File: src/rtl/erase_win_pkg.sv
package erase_win_pkg;

    typedef enum logic [1:0] {
        CMD_SECTOR  = 2'd0,
        CMD_CHIP    = 2'd1,
        CMD_SUSPEND = 2'd2,
        CMD_OTHER   = 2'd3
    } cmd_kind_e;

    typedef enum logic [1:0] {
        ST_IDLE    = 2'd0,
        ST_WINDOW  = 2'd1,
        ST_ERASING = 2'd2
    } win_state_e;

    typedef struct packed {
        logic set_en;
        logic clr_all;
        logic fill_all;
    } mask_ctl_t;

    function automatic logic is_kind(input logic [1:0] k, input cmd_kind_e ref_kind);
        return cmd_kind_e'(k) == ref_kind;
    endfunction

endpackage

File: src/rtl/erase_win_timer.sv
module erase_win_timer #(
    parameter int WINDOW_CYCLES = 2500
) (
    input  logic clk,
    input  logic rst,
    input  logic run,
    input  logic restart,
    output logic expire
);
    localparam int CW = $clog2(WINDOW_CYCLES + 1);
    localparam logic [CW-1:0] LIMIT = CW'(WINDOW_CYCLES - 1);

    logic [CW-1:0] cnt;

    always_ff @(posedge clk) begin
        if (rst)                       cnt <= '0;
        else if (restart)              cnt <= '0;
        else if (run && cnt != LIMIT)  cnt <= cnt + 1'b1;
    end

    assign expire = run && !restart && (cnt == LIMIT);

    assert_cnt_bound_R3: assert property (@(posedge clk) disable iff (rst)
        cnt <= LIMIT);

    assert_restart_zero_R3: assert property (@(posedge clk) disable iff (rst)
        restart |=> cnt == '0);
endmodule

File: src/rtl/erase_win_mask.sv
module erase_win_mask
    import erase_win_pkg::*;
#(
    parameter int NUM_SECTORS = 128,
    parameter int SEC_W       = $clog2(NUM_SECTORS)
) (
    input  logic                   clk,
    input  logic                   rst,
    input  mask_ctl_t              ctl,
    input  logic [SEC_W-1:0]       idx,
    output logic [NUM_SECTORS-1:0] mask
);
    for (genvar i = 0; i < NUM_SECTORS; i++) begin : g_bit
        always_ff @(posedge clk) begin
            if (rst || ctl.clr_all)                          mask[i] <= 1'b0;
            else if (ctl.fill_all)                           mask[i] <= 1'b1;
            else if (ctl.set_en && idx == SEC_W'(i))         mask[i] <= 1'b1;
        end
    end

    assert_no_shrink_R5: assert property (@(posedge clk) disable iff (rst)
        (!ctl.clr_all) |=> ((mask & $past(mask)) == $past(mask)));
endmodule

File: src/rtl/erase_win_fsm.sv
module erase_win_fsm
    import erase_win_pkg::*;
(
    input  logic       clk,
    input  logic       rst,
    input  logic       cmd_valid,
    input  logic [1:0] cmd_kind,
    input  logic       erase_done,
    input  logic       expire,
    output win_state_e state,
    output logic       restart,
    output mask_ctl_t  mctl,
    output logic       window_closed,
    output logic       erase_start,
    output logic       cmd_ignored
);
    win_state_e nxt;
    logic       drop;

    always_comb begin
        nxt          = state;
        restart      = 1'b0;
        mctl         = '0;
        drop         = 1'b0;
        unique case (state)
            ST_IDLE: begin
                if (cmd_valid && is_kind(cmd_kind, CMD_SECTOR)) begin
                    nxt = ST_WINDOW; restart = 1'b1; mctl.set_en = 1'b1;
                end else if (cmd_valid && is_kind(cmd_kind, CMD_CHIP)) begin
                    nxt = ST_ERASING; mctl.fill_all = 1'b1;
                end
            end
            ST_WINDOW: begin
                if (cmd_valid && is_kind(cmd_kind, CMD_SECTOR)) begin
                    restart = 1'b1; mctl.set_en = 1'b1;
                end else if (cmd_valid && !is_kind(cmd_kind, CMD_SUSPEND)) begin
                    nxt = ST_IDLE; mctl.clr_all = 1'b1;
                end else if (expire) begin
                    nxt = ST_ERASING;
                end
            end
            ST_ERASING: begin
                drop = cmd_valid && !is_kind(cmd_kind, CMD_SUSPEND);
                if (erase_done) begin
                    nxt = ST_IDLE; mctl.clr_all = 1'b1;
                end
            end
            default: begin
                nxt = ST_IDLE; mctl.clr_all = 1'b1;
            end
        endcase
    end

    always_ff @(posedge clk) begin
        if (rst) begin
            state         <= ST_IDLE;
            window_closed <= 1'b0;
            erase_start   <= 1'b0;
            cmd_ignored   <= 1'b0;
        end else begin
            state         <= nxt;
            window_closed <= (nxt == ST_ERASING);
            erase_start   <= (state != ST_ERASING) && (nxt == ST_ERASING);
            cmd_ignored   <= drop;
        end
    end

    assert_start_single_R4: assert property (@(posedge clk) disable iff (rst)
        erase_start |=> !erase_start);

    assert_close_starts_R4: assert property (@(posedge clk) disable iff (rst)
        $rose(window_closed) |-> erase_start);

    assert_ignore_only_erasing_R5: assert property (@(posedge clk) disable iff (rst)
        cmd_ignored |-> $past(state == ST_ERASING));

    assert_suspend_not_dropped_R6: assert property (@(posedge clk) disable iff (rst)
        (cmd_valid && is_kind(cmd_kind, CMD_SUSPEND)) |=> !cmd_ignored);

    assert_done_lowers_R9: assert property (@(posedge clk) disable iff (rst)
        (state == ST_ERASING && erase_done) |=> !window_closed);
endmodule

File: src/rtl/erase_window_ctrl.sv
module erase_window_ctrl
    import erase_win_pkg::*;
#(
    parameter int NUM_SECTORS   = 128,
    parameter int WINDOW_CYCLES = 2500,
    parameter int SEC_W         = $clog2(NUM_SECTORS)
) (
    input  logic                   clk,
    input  logic                   rst,
    input  logic                   cmd_valid,
    input  logic [1:0]             cmd_kind,
    input  logic [SEC_W-1:0]       cmd_sector,
    input  logic                   erase_done,
    output logic [NUM_SECTORS-1:0] sector_mask,
    output logic                   window_closed,
    output logic                   erase_start,
    output logic                   cmd_ignored
);
    win_state_e state;
    logic       restart;
    logic       expire;
    mask_ctl_t  mctl;

    erase_win_fsm u_fsm (
        .clk           (clk),
        .rst           (rst),
        .cmd_valid     (cmd_valid),
        .cmd_kind      (cmd_kind),
        .erase_done    (erase_done),
        .expire        (expire),
        .state         (state),
        .restart       (restart),
        .mctl          (mctl),
        .window_closed (window_closed),
        .erase_start   (erase_start),
        .cmd_ignored   (cmd_ignored)
    );

    erase_win_timer #(.WINDOW_CYCLES(WINDOW_CYCLES)) u_timer (
        .clk     (clk),
        .rst     (rst),
        .run     (state == ST_WINDOW),
        .restart (restart),
        .expire  (expire)
    );

    erase_win_mask #(.NUM_SECTORS(NUM_SECTORS), .SEC_W(SEC_W)) u_mask (
        .clk  (clk),
        .rst  (rst),
        .ctl  (mctl),
        .idx  (cmd_sector),
        .mask (sector_mask)
    );

    assert_idle_empty_R8: assert property (@(posedge clk) disable iff (rst)
        (state == ST_IDLE) |-> (sector_mask == '0));

    assert_window_open_low_R2: assert property (@(posedge clk) disable iff (rst)
        (state == ST_WINDOW) |-> !window_closed);
endmodule

File: config.mk
export PLATFORM = sky130hd
export DESIGN_NAME = erase_window_ctrl
export DESIGN_NICKNAME = d
export VERILOG_FILES = /design/src/rtl/erase_win_pkg.sv /design/src/rtl/erase_win_timer.sv /design/src/rtl/erase_win_mask.sv /design/src/rtl/erase_win_fsm.sv /design/src/rtl/erase_window_ctrl.sv
export SDC_FILE = /design/constraint.sdc
export NUM_CORES = 1
export LEC_CHECK = 0
export ABC_AREA = 1
export BUFFER_PORTS_ARGS = -buffer_cell sky130_fd_sc_hd__buf_4
export CORE_MARGIN = 2
export CORE_UTILIZATION = 45
export DETAILED_ROUTE_END_ITERATION = 8
export GPL_ROUTABILITY_DRIVEN = 0
export PLACE_DENSITY = 0.69
export SYNTH_ARGS = -nofsm -noshare
export SYNTH_HDL_FRONTEND = slang
export SYNTH_HIERARCHICAL = 1
export SYNTH_SLANG_ARGS = --single-unit
File: constraint.sdc
create_clock -name clk -period 2.1 [get_ports clk]
set_input_delay 0.42 -clock clk [delete_from_list [all_inputs] [get_ports clk]]
set_output_delay 0.42 -clock clk [all_outputs]
set_load 0.05 [all_outputs]
Yosys cells after proc, flatten, opt, wreduce, memory -nomap -nowiden. Index checks and enable logic that the tools add are counted.

Bits in registers: 145. Bits in latches: 0. Memory bits (writable): 0. Memory bits (read-only): 0. Input bits: 13. Output and inout port bits: 131. Logic and storage cells: 814. Memories: 0.

Add/subtract/negate cells: 1. Multipliers: 0. Div/mod/pow operators: 0. Order comparisons: 0. Eq/ne operators: 135. Shifts and indexed selects: 0. Muxes and demuxes: 272. Bitwise gates (word level): 1. Reduce and logical (&&, ||, !) cells: 272.

Operator list (number): $eq 7x7->1 const B (64); $mux 1 (264); $reduce_bool 2->1 (128); $eq 7x6->1 const B (32); $logic_and 1x1->1 (135); $eq 7x5->1 const B (16); $eq 7x4->1 const B (8); $eq 7x3->1 const B (4); $eq 7x2->1 const B (2); $add 12x1->12 const B (1); $eq 12x12->1 const B (1); $mux 2 (6); $ne 12x12->1 const B (1); $eq 7x1->1 const B (1); $logic_not 7->1 (1); $eq 2x2->1 const B (3); $pmux 2 s3 (1); $reduce_or 2->1 (3); $eq 2x1->1 const B (2); $logic_not 2->1 (2); $pmux 1 s3 (1); $logic_not 1->1 (2); $ne 2x2->1 const B (1); $logic_or 1x1->1 (1); $not 1->1 (1).

Longest topological paths before layout. Gate-level depths: netlist of run 1.

Depth after elaboration: 13. Gate-level depth with buffers: 10. Gate-level depth less buffers: 9.

Hierarchy. Netlist of run 1, hierarchy kept.

Modules (own cells, without submodules): erase_win_mask (instances 1, cells an instance 609, area an instance 4730.8 um2, seq. area each 2562.5 um2); erase_win_timer (instances 1, cells an instance 131, area an instance 828.3 um2, seq. area each 240.2 um2); erase_win_fsm (instances 1, cells an instance 37, area an instance 255.2 um2, seq. area each 100.1 um2); erase_window_ctrl (instances 1, cells an instance 2, area an instance 10.0 um2, seq. area each 0.0 um2).

Least setup slack after synthesis of run 1. Ideal clock, no wire load.

Path type: in2reg. From: in cmd_kind[1]. To: reg u_mask.mask[7]. Setup time: 0.070 ns. Arrival time: 1.615 ns. Data required time: 2.030 ns. Slack: 0.415 ns. Cell stages on the path: 10. Cells stage by stage: nor2_1 > nand2_1 > nor2_1 > buf_4 > buf_2 > nand2_1 > nor2_4 > buf_4 > nand2_1 > a21oi_1.

Elaborated cells between the ends (all ways): 19.

RTL lines: start, declared (RTL line erase_window_ctrl.sv:11) `input logic [1:0] cmd_kind,`; $logic_not 2->1 (RTL line erase_win_pkg.sv:23) `return cmd_kind_e'(k) == ref_kind;`; $logic_and 1x1->1 (RTL line erase_win_fsm.sv:27, erase_win_fsm.sv:34); $mux 1 (2 in a row); via restart (RTL line erase_window_ctrl.sv:20) `logic restart;`; $logic_and 1x1->1 (RTL line erase_win_mask.sv:17) `else if (ctl.set_en && idx == SEC_W'(i)) mask[i] <= 1'b1;`; $reduce_bool 2->1 (no line); end signal, assigned by index (RTL line erase_win_mask.sv:15) `if (rst || ctl.clr_all) mask[i] <= 1'b0;`; end signal, assigned by index (RTL line erase_win_mask.sv:16) `else if (ctl.fill_all) mask[i] <= 1'b1;`; end signal, assigned by index (RTL line erase_win_mask.sv:17); end, declared (RTL line erase_win_mask.sv:11) `output logic [NUM_SECTORS-1:0] mask`.

The timed path passes the listed nets, and every way through them passes these cells. A chain may end at the register's enable or synchronous reset.

Worst setup path after layout of run 1.
From: reg u_timer.cnt[0]. To: reg u_fsm.erase_start.

Cells in the longest elaborated chain, start to end: 8.

Ends and longest elaborated chain: start, declared (RTL line erase_win_timer.sv:13) `logic [CW-1:0] cnt;`; start signal, assigned (RTL line erase_win_timer.sv:18) `else if (run && cnt != LIMIT) cnt <= cnt + 1'b1;`; $eq 12x12->1 (RTL line erase_win_timer.sv:21) `assign expire = run && !restart && (cnt == LIMIT);`; $logic_and 1x1->1 (RTL line erase_win_timer.sv:21); via expire (RTL line erase_window_ctrl.sv:21) `logic expire;`; $mux 2 (RTL line erase_win_fsm.sv:38) `end else if (expire) begin`; $mux 2 (RTL line erase_win_fsm.sv:36) `end else if (cmd_valid && !is_kind(cmd_kind, CMD_SUSPEND)) begin`; $mux 2 (RTL line erase_win_fsm.sv:34) `if (cmd_valid && is_kind(cmd_kind, CMD_SECTOR)) begin`; $pmux 2 s3 (RTL line erase_win_fsm.sv:25) `unique case (state)`; $eq 2x2->1 (RTL line erase_win_fsm.sv:63) `erase_start <= (state != ST_ERASING) && (nxt == ST_ERASING);`; $logic_and 1x1->1 (RTL line erase_win_fsm.sv:63); end signal, assigned (RTL line erase_win_fsm.sv:63); end, declared (RTL line erase_win_fsm.sv:14) `output logic erase_start,`.

The timed path passes the listed nets, and every way through them passes these cells.

==> impl_metrics.ini, run 1 <==
[run_status]
status = complete, no violations

[route]
firstDrtPassIters = 5
post-route-drc-count = 0
wl_per_cell_um = 15.78
num_vias = 5792
drtAntennaViolNets = 0
via_per_inst = 5.223
drt_iter0_drc = 662
total_detailed_routing_wirelength_mm = 17.50

[worst_hold_path]
hold_class = in2reg
end_point_of_the_most_critical_hold_path = u_fsm/erase_start$_SDFF_PP0_
hp-start = rst
hold_crit_depth = 2

[setup_path]
timing.critical_path.max_delay_family = simple AND/OR/NAND/NOR gates
worst_r2r_start = u_timer/cnt[0]$_SDFFE_PP0P_
timing.critical_path.fanout_max = 9
critical_path_s_slowest_cell = sky130_fd_sc_hd__dfxtp_1
worst_ep_required_time_ns = 2.46
crit_path_end_kind = register
cell_breakdown_of_the_critical_path = ha_1 -> inv_2 -> nor2_2 -> nand3_4 -> nor3_1 -> nand3_2 -> nand2_1 -> nand2_1 -> nor2_2
crit_path_max_incr_delay_ns = 0.38
rr_worst_depth = 9
critical_path_arrival_ns = 2.17
path_class = reg2reg
timing.rr.end = u_fsm/erase_start$_SDFF_PP0_
cp_num_buf_inv = 1
r2r_slack_ns = 0.29
worst_setup_start_kind = register

[power_and_ir_drop]
sw_pwr_uw = 2031
leakage_uw = 0.003141
p_sw_share_pct = 28.73
power-per-cell-area_nw_per_um2 = 907.7
power_frac_seq_pct = 42.2
share_comb_of_total_power_pct = 17.2
internal_power_uw = 5039
power.clock.fraction_pct = 40.5
power.ir.vdd_worst_v = 0.0004405

[cts]
insertion_delay_ns = 0.42
clock_sink_count = 145
clockBufferDepth = 2
holdBufCountCts = 0
cts.reportedPaths.clkPinSlew_ns = 0.05
cts_made_buffers = 17
cts-htree-levels = 4
cts_post_setup_buffers_inserted = 0
cts.root.buffer_cell = sky130_fd_sc_hd__clkbuf_16
tritoncts = yes
cts_resized = 0

[timing]
fin_tns_setup_ns = 0
report.final.hold_viol_count = 0
setup_violations = 0
setup_slack_ns = 0.2896
maxSlewHeadroom_pct = 62.75
max_freq_mhz = 552.4
finalCriticalPeriod_ns = 1.810
drv_slew = 0
fin_worst_skew_ns = 0.004759
rsz0062_at_grt = false
worst-slew-pin-transition_ns = 0.5567
fin_crit_sh_pct = 86.21

[synth]
synth_top_family_by_area = simple AND/OR/NAND/NOR gates
syn_avg_cell_area_um2 = 7.477
synth_top_cell_area_share_pct = 49.84
ys_ff_latch = 145
synth_enable_flop_cells = 0
post_synth_and_or_nand_nor_area_fraction_pct = 30.40
synth_most_common_cell = sky130_fd_sc_hd__nor2_1
synth.top_cells.by_count = sky130_fd_sc_hd__nor2_1 (172), sky130_fd_sc_hd__dfxtp_1 (145), sky130_fd_sc_hd__a21oi_1 (139)
synthesis.instances = 779
synthTopCellsByArea = sky130_fd_sc_hd__dfxtp_1 (50%), sky130_fd_sc_hd__a21oi_1 (12%), sky130_fd_sc_hd__nor2_1 (11%)
post_synth_xor_area_fraction_pct = 0.7519
dominantRegCellSynth = sky130_fd_sc_hd__dfxtp_1
multiplexer_area_fraction_after_synthesis_pct = 0
yosys.area.top_type = sky130_fd_sc_hd__dfxtp_1
ys.warnings.count = 6
async_flop_share_pct = 0
synth_fp_nets = 793
synth-seq-area-share_pct = 49.84
complex_gate_fraction_of_the_synthesized_area_pct = 12.48
synth_area_um2 = 5824
yosys.cell_types.count = 29
synth-adder-area-share_pct = 0.2148

[place]
dp_cells = 1079
preCtsSetupSlack_ns = 0.1404
placement.io_buffers = 143
place.detailed.hpwl_mm = 11.85
placed_cell_area_um2 = 7234

[flow_run]
maxCapViolations = 0

[floorplan]
floorplan.initialDensity_pct = 46.15
chip_height_um = 117.8
row_count = 41
core_area_um2 = 12620
die_x_um = 117.8
io-pin-count = 144
fp.dieArea_um2 = 13870

[finish]
seqCellArea_um2 = 2903
antenna_diode_count = 0
area.growth.synth_to_final_pct = 33.73
finish.cell_count_without_fillers = 1109
multi_input_comb_area_um2 = 2569
fin_nets = 940
fin_area_um2 = 7789
drive_above_1_share_pct = 25.40
fillers = 1179

[global_route]
global_route_wire_length_before_repair_mm = 27.37
grt_pass1_vias = 5044
grt_overflow = 0
antenna_found_initial = 0
grt_max_degree = 71
global_route.usage.total_pct = 24.94
[through the flow]
| step | util [%] | hold WS, ns | power (uW) |
|---|---|---|---|
| after floorplan | - | 0.4701 | 3857 |
| after global placement | 57.33 | 0.4881 | 4253 |
| after detailed placement | 57.33 | 0.4904 | 4259 |
| after CTS | 61.72 | 0.2082 | 7115 |
| after global routing | 61.72 | 0.2205 | 7309 |
| final | 61.72 | 0.2192 | 7070 |
[worst max path at each step]
stage | slack (ns) | from | cells after the start | to
final | 0.29 | u_timer/cnt[0]$_SDFFE_PP0P_ | 9 | u_fsm/erase_start$_SDFF_PP0_
after global routing | 0.08 | u_timer/cnt[1]$_SDFFE_PP0P_ | 9 | u_fsm/erase_start$_SDFF_PP0_
after CTS | 0.28 | u_timer/cnt[0]$_SDFFE_PP0P_ | 9 | u_fsm/erase_start$_SDFF_PP0_
after detailed placement | 0.14 | cmd_kind[1] | 8 | u_mask/mask[64]$_SDFFE_PP0P_
after global placement | 0.19 | cmd_kind[1] | 8 | u_mask/mask[48]$_SDFFE_PP0P_
after floorplan | 0.41 | cmd_kind[1] | 10 | u_mask/mask[7]$_SDFFE_PP0P_
[cells by family (layout without fill, tap and decap cells)]
family | Yosys count | in the layout
AND/OR/NAND/NOR | 401 | 401
flip-flops | 145 | 145
AO/OA/AOI/OAI | 144 | 144
buffers and inverters | 83 | 241
XOR/XNOR | 5 | 5
adder cells (fa/ha/maj) | 1 | 1
[power by group through the flow]
stage	combinational [uW]	sequential [uW]	clock [uW]
2_1_floorplan	338	3520	0
3_3_place_gp	1210	3040	0
3_5_place_dp	1210	3050	0
4_1_cts	1220	2990	2910
5_1_grt	1290	3000	3020
6_report	1220	2990	2870
[per-layer routing]
metal | part of all wire, % | up-vias | GRT usage, %
li1 | - | 2867 | -
met1 | 45 | 2667 | 34.71
met2 | 45 | 223 | 36.63
met3 | 7.8 | 35 | 7.316
met4 | 2.1 | 0 | 9.111
met5 | 0 | - | 0
[registers in the layout (all words and copies together) (netlist names)]
register / count
u_fsm/state: 2
u_mask/mask: 128
u_fsm/window_closed: 1
u_fsm/erase_start: 1
u_fsm/cmd_ignored: 1
u_timer/cnt: 12
[area by class of cell]
| class | count | area share [%] |
|---|---|---|
| Tap cell | 172 | 2.763 |
| Timing Repair Buffer | 181 | 18.41 |
| Sequential cell | 145 | 37.27 |
| Multi-Input combinational cell | 551 | 32.98 |
| Inverter | 30 | 1.462 |
| Clock buffer | 24 | 6.056 |
| Clock inverter | 6 | 1.060 |
[worst reg2reg max path: stages (launching register included)]
cell and delay [ns]:
sky130_fd_sc_hd__dfxtp_1 0.38, sky130_fd_sc_hd__ha_1 0.33, sky130_fd_sc_hd__inv_2 0.06, sky130_fd_sc_hd__nor2_2 0.15, sky130_fd_sc_hd__nand3_4 0.16, sky130_fd_sc_hd__nor3_1 0.32, sky130_fd_sc_hd__nand3_2 0.17, sky130_fd_sc_hd__nand2_1 0.09
sky130_fd_sc_hd__nand2_1 0.06, sky130_fd_sc_hd__nor2_2 0.06
[placed cells by master (no fill, tap or decap)]
| master | n |
|---|---|
| sky130_fd_sc_hd__nand2_4 | 1 |
| sky130_fd_sc_hd__o21ai_1 | 2 |
| sky130_fd_sc_hd__o21bai_1 | 1 |
| sky130_fd_sc_hd__clkinv_2 | 4 |
| sky130_fd_sc_hd__nor3_1 | 3 |
| sky130_fd_sc_hd__a21oi_2 | 1 |
| sky130_fd_sc_hd__clkinvlp_4 | 1 |
| sky130_fd_sc_hd__inv_1 | 20 |
| sky130_fd_sc_hd__nand2_1 | 82 |
| sky130_fd_sc_hd__xor2_1 | 5 |
| sky130_fd_sc_hd__clkinv_1 | 2 |
| sky130_fd_sc_hd__nand3_1 | 118 |
| sky130_fd_sc_hd__inv_2 | 7 |
| sky130_fd_sc_hd__clkbuf_1 | 5 |
| sky130_fd_sc_hd__or2_4 | 1 |
| sky130_fd_sc_hd__nor2_4 | 7 |
| sky130_fd_sc_hd__nor2_1 | 171 |
| sky130_fd_sc_hd__buf_12 | 6 |
| sky130_fd_sc_hd__nor3_2 | 1 |
| sky130_fd_sc_hd__nand4_1 | 4 |
| sky130_fd_sc_hd__a21oi_1 | 139 |
| sky130_fd_sc_hd__clkbuf_16 | 17 |
| sky130_fd_sc_hd__o21ai_0 | 1 |
| sky130_fd_sc_hd__nor2_2 | 8 |
| sky130_fd_sc_hd__bufinv_16 | 2 |
| sky130_fd_sc_hd__nand3_4 | 1 |
| sky130_fd_sc_hd__buf_4 | 175 |
| sky130_fd_sc_hd__dfxtp_1 | 145 |
| sky130_fd_sc_hd__nand2_2 | 3 |
| sky130_fd_sc_hd__ha_1 | 1 |
| sky130_fd_sc_hd__nand3_2 | 1 |
| sky130_fd_sc_hd__clkbuf_8 | 2 |
(Power assumes the default switching activity.)
==> inputs of run 2 (changes only) <==
--- a/config.mk
+++ b/config.mk
@@ -8,4 +8,5 @@
 export ABC_AREA = 1
 export BUFFER_PORTS_ARGS = -buffer_cell sky130_fd_sc_hd__buf_4
+export CAP_MARGIN = 40
 export CORE_MARGIN = 2
 export CORE_UTILIZATION = 45
==> constraint.sdc (replaced) <==
create_clock -name clk -period 2.1 [get_ports clk]
set_input_delay 0.21 -clock clk [delete_from_list [all_inputs] [get_ports clk]]
set_output_delay 0.21 -clock clk [all_outputs]
set_load 0.05 [all_outputs]
==> run 2 against run 1 <==
Design area stayed put. Clock-buffer cell count is 1 lower. Total power is 4.4% higher. Worst setup slack better by 0.070 ns.
==> impl_metrics.ini, run 2 (same netlist as run 1, synthesis figures left out) <==
[finish]
fin_area_um2 = 7789
antenna_diode_count = 0
fin_nets = 934
most_frequent_cells_in_the_layout = sky130_fd_sc_hd__nor2_1 (171), sky130_fd_sc_hd__buf_4 (170), sky130_fd_sc_hd__dfxtp_1 (145)
largest_reg_flops = 128
final_common_cell = sky130_fd_sc_hd__nor2_1
area.growth.synth_to_final_pct = 33.73
top_regs = u_mask/mask: 128 flops, u_timer/cnt: 12 flops, u_fsm/state: 2 flops
registers.top_by_ff_count = u_mask/mask
drive_above_1_share_pct = 25.08

[worst_hold_path]
hp-start = cmd_valid
hold_class = in2reg
hold_crit_depth = 3
end_point_of_the_most_critical_hold_path = u_fsm/cmd_ignored$_SDFF_PP0_

[timing]
max_freq_mhz = 574.7
fin_worst_skew_ns = 0.005892
setup_violations = 0
fin_tns_setup_ns = 0
setup_slack_ns = 0.3599
drv_slew = 0
rsz0062_at_grt = false
report.final.hold_viol_count = 0
hold-worst-slack_ns = 0.06859
finalCriticalPeriod_ns = 1.740
worst-slew-pin-transition_ns = 0.5955
fin_crit_sh_pct = 82.86
maxSlewHeadroom_pct = 60.16

[route]
post-route-drc-count = 0
firstDrtPassIters = 5
drt_iter0_drc = 624
num_vias = 5765
total_detailed_routing_wirelength_mm = 17.35
via_per_inst = 5.217
drtAntennaViolNets = 0
wl_per_cell_um = 15.70

[setup_path]
crit_path_max_incr_delay_ns = 0.38
worst_ep_required_time_ns = 2.46
cp_num_buf_inv = 1
worst_setup_start_kind = register
timing.rr.end = u_fsm/erase_start$_SDFF_PP0_
cell_breakdown_of_the_critical_path = ha_1 -> inv_2 -> nor2_2 -> nand3_4 -> nor3_1 -> nand3_2 -> nand2_1 -> nand2_1 -> nor2_2
critical_path_s_slowest_cell = sky130_fd_sc_hd__dfxtp_1
critical_path_arrival_ns = 2.11
rr_worst_depth = 9
timing.critical_path.max_delay_family = simple AND/OR/NAND/NOR gates
r2r_slack_ns = 0.36
timing.critical_path.fanout_max = 9
path_class = reg2reg
crit_path_end_kind = register
worst_r2r_start = u_timer/cnt[0]$_SDFFE_PP0P_

[power_and_ir_drop]
power.ir.vdd_worst_v = 0.0005047
design_power_total_uw = 7381
power-per-cell-area_nw_per_um2 = 947.6
leakage_uw = 0.003131

[floorplan]
floorplan.initialDensity_pct = 46.15
die_x_um = 117.8
fp.dieArea_um2 = 13870
row_count = 41
core_area_um2 = 12620
chip_height_um = 117.8
io-pin-count = 144

[cts]
cts-htree-levels = 4
cts.reportedPaths.clkPinSlew_ns = 0.06
cts_post_setup_buffers_inserted = 0
cts.root.buffer_cell = sky130_fd_sc_hd__clkbuf_16
cts_made_buffers = 17
tritoncts = yes
clockBufferDepth = 2
insertion_delay_ns = 0.42
clock_sink_count = 145

[place]
preCtsSetupSlack_ns = 0.3798
place.detailed.hpwl_mm = 11.43
placement.io_buffers = 143
placed_cell_area_um2 = 7157

[global_route]
global_route.usage.total_pct = 24.81
grt_max_degree = 129
antenna_found_initial = 0
global_route_wire_length_before_repair_mm = 27.28
grt_overflow = 0
grt_pass1_vias = 5146

[run_status]
status = complete, no violations

[flow_run]
maxCapViolations = 0
run 2: repair_timing:
item	in CTS	in global routing
endpoints found under the hold margin	2	0
resized for setup	0	0
hold buffers	1	0
run 2: per-stage QoR:
stage                     cells  util, %
after floorplan             779        -
after global placement     1072    56.71
after detailed placement   1072    56.71
after CTS                  1105    61.72
after global routing       1105    61.72
final                      1105    61.72
run 2: area by class of cell:
class	instances	area, um2
Inverter	30	113.9
Clock inverter	9	153.9
Sequential cell	145	2903
Fill cell	1221	4831
Multi-Input combinational cell	551	2569
Tap cell	172	215.2
Clock buffer	23	467.9
Timing Repair Buffer	175	1366
run 2: routing by layer:
metal  wire [um]  vias up  global-route usage (%)
met1        7410     2667                   32.92
li1            -     2849                       -
met5           0        -                       0
met2        8238      212                   38.66
met3        1276       37                   6.153
met4         429        0                   10.17
run 2: report_power, final:
| part | internal, uW | switching, uW | leakage, uW |
|---|---|---|---|
| clock | 2050 | 1140 | 0.000298 |
| sequential | 2900 | 91.0 | 0.00118 |
| combinational | 339 | 857 | 0.00165 |
run 2: how the worst max path moves through the flow:
stage,cells past startpoint,slack (ns),to,startpoint
global route,6,0.22,u_mask/mask[35]$_SDFFE_PP0P_,u_fsm/state[1]$_SDFF_PP0_
global placement,9,0.41,u_fsm/erase_start$_SDFF_PP0_,u_timer/cnt[0]$_SDFFE_PP0P_
finish,9,0.36,u_fsm/erase_start$_SDFF_PP0_,u_timer/cnt[0]$_SDFFE_PP0P_
detailed placement,9,0.38,u_fsm/erase_start$_SDFF_PP0_,u_timer/cnt[0]$_SDFFE_PP0P_
CTS,9,0.37,u_fsm/erase_start$_SDFF_PP0_,u_timer/cnt[0]$_SDFFE_PP0P_
floorplan,7,0.54,u_mask/mask[10]$_SDFFE_PP0P_,u_fsm/state[1]$_SDFF_PP0_
run 2: worst reg2reg max path, stage by stage (launching register included):
cell	delay, ns
sky130_fd_sc_hd__dfxtp_1	0.38
sky130_fd_sc_hd__ha_1	0.30
sky130_fd_sc_hd__inv_2	0.05
sky130_fd_sc_hd__nor2_2	0.15
sky130_fd_sc_hd__nand3_4	0.15
sky130_fd_sc_hd__nor3_1	0.29
sky130_fd_sc_hd__nand3_2	0.16
sky130_fd_sc_hd__nand2_1	0.09
sky130_fd_sc_hd__nand2_1	0.06
sky130_fd_sc_hd__nor2_2	0.06
==> inputs of run 3 (changes only) <==
- clock period: 2.1 -> 1.7 ns (I/O delays scaled with it)
==> run 3 against run 2 <==
Wire length shrank 1.0%. Combinational power grew 24%. Total power grew 21%. Sequential power grew 24%. Fmax grew 15%. Largest power group unchanged. Register-to-register slack lost 0.17 ns. Sequential share of layout area shrank 0.27 points. Worst setup slack lost 0.17 ns. Non-clock buffer count grew 10. Clock power grew 17%. Highest routed layer unchanged. Final cell count grew 0.90%.
==> impl_metrics.ini, run 3 (same netlist as run 1, synthesis figures left out) <==
[run_status]
status = complete, no violations

[timing]
rsz0062_at_grt = false
fin_worst_skew_ns = 0.006421
worst-slew-pin-transition_ns = 0.4229
max_freq_mhz = 660.2
maxSlewHeadroom_pct = 71.74
hold-worst-slack_ns = 0.02638
drv_slew = 0
fin_tns_setup_ns = 0
report.final.hold_viol_count = 0
setup_violations = 0
fin_crit_sh_pct = 89.10
finalCriticalPeriod_ns = 1.515

[power_and_ir_drop]
share_comb_of_total_power_pct = 16.7
power-per-cell-area_nw_per_um2 = 1135
power_frac_seq_pct = 41.5
internal_power_uw = 6320
power.clock.fraction_pct = 41.7
leakage_uw = 0.003177
power.ir.vdd_worst_v = 0.0005401
p_sw_share_pct = 29.00
sw_pwr_uw = 2582

[global_route]
grt_max_degree = 72
grt_overflow = 0
grt_pass1_vias = 5055
antenna_found_initial = 0
global_route_wire_length_before_repair_mm = 27.12
global_route.usage.total_pct = 24.73

[finish]
final_common_cell = sky130_fd_sc_hd__buf_4
finish.cell_count_without_fillers = 1115
registers.top_by_ff_count = u_mask/mask
fin_nets = 944
largest_reg_flops = 128
area.growth.synth_to_final_pct = 34.72
post-route-util_pct = 62.18
antenna_diode_count = 0
drive_above_1_share_pct = 26.09
top_regs = u_mask/mask: 128 flops, u_timer/cnt: 12 flops, u_fsm/state: 2 flops
most_frequent_cells_in_the_layout = sky130_fd_sc_hd__buf_4 (179), sky130_fd_sc_hd__nor2_1 (171), sky130_fd_sc_hd__dfxtp_1 (145)

[cts]
tritoncts = yes
cts_post_setup_buffers_inserted = 0
cts_made_buffers = 17
cts.root.buffer_cell = sky130_fd_sc_hd__clkbuf_16
clock_sink_count = 145
insertion_delay_ns = 0.42
clockBufferDepth = 2
cts.reportedPaths.clkPinSlew_ns = 0.06
holdBufCountCts = 1
cts-htree-levels = 4
cts_resized = 0

[floorplan]
core_area_um2 = 12620
row_count = 41
floorplan.initialDensity_pct = 46.15
die_x_um = 117.8
chip_height_um = 117.8
io-pin-count = 144
fp.dieArea_um2 = 13870

[worst_hold_path]
hold_class = in2reg
hold_crit_depth = 3

[setup_path]
rr_worst_depth = 9
crit_path_max_incr_delay_ns = 0.38
timing.critical_path.fanout_max = 4
r2r_slack_ns = 0.19
cell_breakdown_of_the_critical_path = ha_1 -> inv_2 -> nor2_2 -> nand3_4 -> nor3_1 -> nand3_2 -> nand2_1 -> nand2_1 -> nor2_2
worst_setup_start_kind = register
worst_ep_required_time_ns = 2.06
critical_path_arrival_ns = 1.88
crit_path_end_kind = register
path_class = reg2reg
critical_path_s_slowest_cell = sky130_fd_sc_hd__dfxtp_1

[route]
num_vias = 5769
firstDrtPassIters = 5
post-route-drc-count = 0
drtAntennaViolNets = 0
wl_per_cell_um = 15.40
drt_iter0_drc = 587
via_per_inst = 5.174
total_detailed_routing_wirelength_mm = 17.17

[place]
place.detailed.hpwl_mm = 11.78
placement.io_buffers = 143
dp_cells = 1082

[flow_run]
maxCapViolations = 0
[run 3: cell count changes in the layout (fill, tap and decap cells not counted)]
cell / change
sky130_fd_sc_hd__clkinv_2: +2
sky130_fd_sc_hd__clkbuf_8: +2
sky130_fd_sc_hd__clkbuf_1: -2
sky130_fd_sc_hd__buf_12: +1
sky130_fd_sc_hd__bufinv_16: -2
sky130_fd_sc_hd__buf_4: +9
[run 3: final cells by class]
| cell class | count | area [um2] |
|---|---|---|
| Fill cell | 1202 | 4773 |
| Sequential cell | 145 | 2903 |
| Multi-Input combinational cell | 551 | 2569 |
| Timing Repair Buffer | 185 | 1454 |
| Clock buffer | 23 | 488.0 |
| Tap cell | 172 | 215.2 |
| Inverter | 30 | 113.9 |
| Clock inverter | 9 | 103.9 |
[run 3: path summary, 6_finish.rpt]
kind / start / to
setup / recovery: u_timer/cnt[0]$_SDFFE_PP0P_ / u_fsm/erase_start$_SDFF_PP0_
hold / removal: cmd_valid / u_fsm/cmd_ignored$_SDFF_PP0_
setup reg to reg: u_timer/cnt[0]$_SDFFE_PP0P_ / u_fsm/erase_start$_SDFF_PP0_
hold reg to reg: u_timer/cnt[10]$_SDFFE_PP0P_ / u_timer/cnt[10]$_SDFFE_PP0P_
[run 3: worst max-delay path, delay by kind of cell, from the launching register on]
| kind | cells | cell delay, ns |
|---|---|---|
| buffers and inverters | 1 | 0.04 |
| DFF | 1 | 0.38 |
| adders and majority gates | 1 | 0.20 |
| and+or+nand+nor | 7 | 0.83 |
[run 3: power groups by stage]
stage                     combinational, uW  clock (uW)  sequential, uW
final                                  1490        3720            3700
after global routing                   1580        3900            3710
after CTS                              1490        3750            3700
after detailed placement               1490           0            3770
after global placement                 1480           0            3770
after floorplan                         418           0            4350
[run 3: per-layer routing]
layer  track usage [%]  share of wire (%)  vias up
met5                 0                  0        -
li1                  -                  -     2878
met2             36.66                 46      228
met3             5.669                7.2       29
met4             10.39                2.4        0
met1             34.53                 44     2634
[run 3: through the flow]
stage	area (um2)	worst slack [ns]	total power, uW
after floorplan	5824	0.1364	4764
after global placement	7244	0.1665	5247
after detailed placement	7244	0.1444	5256
after CTS	7846	0.1681	8936
after global routing	7846	0.007049	9192
final	7846	0.1853	8902
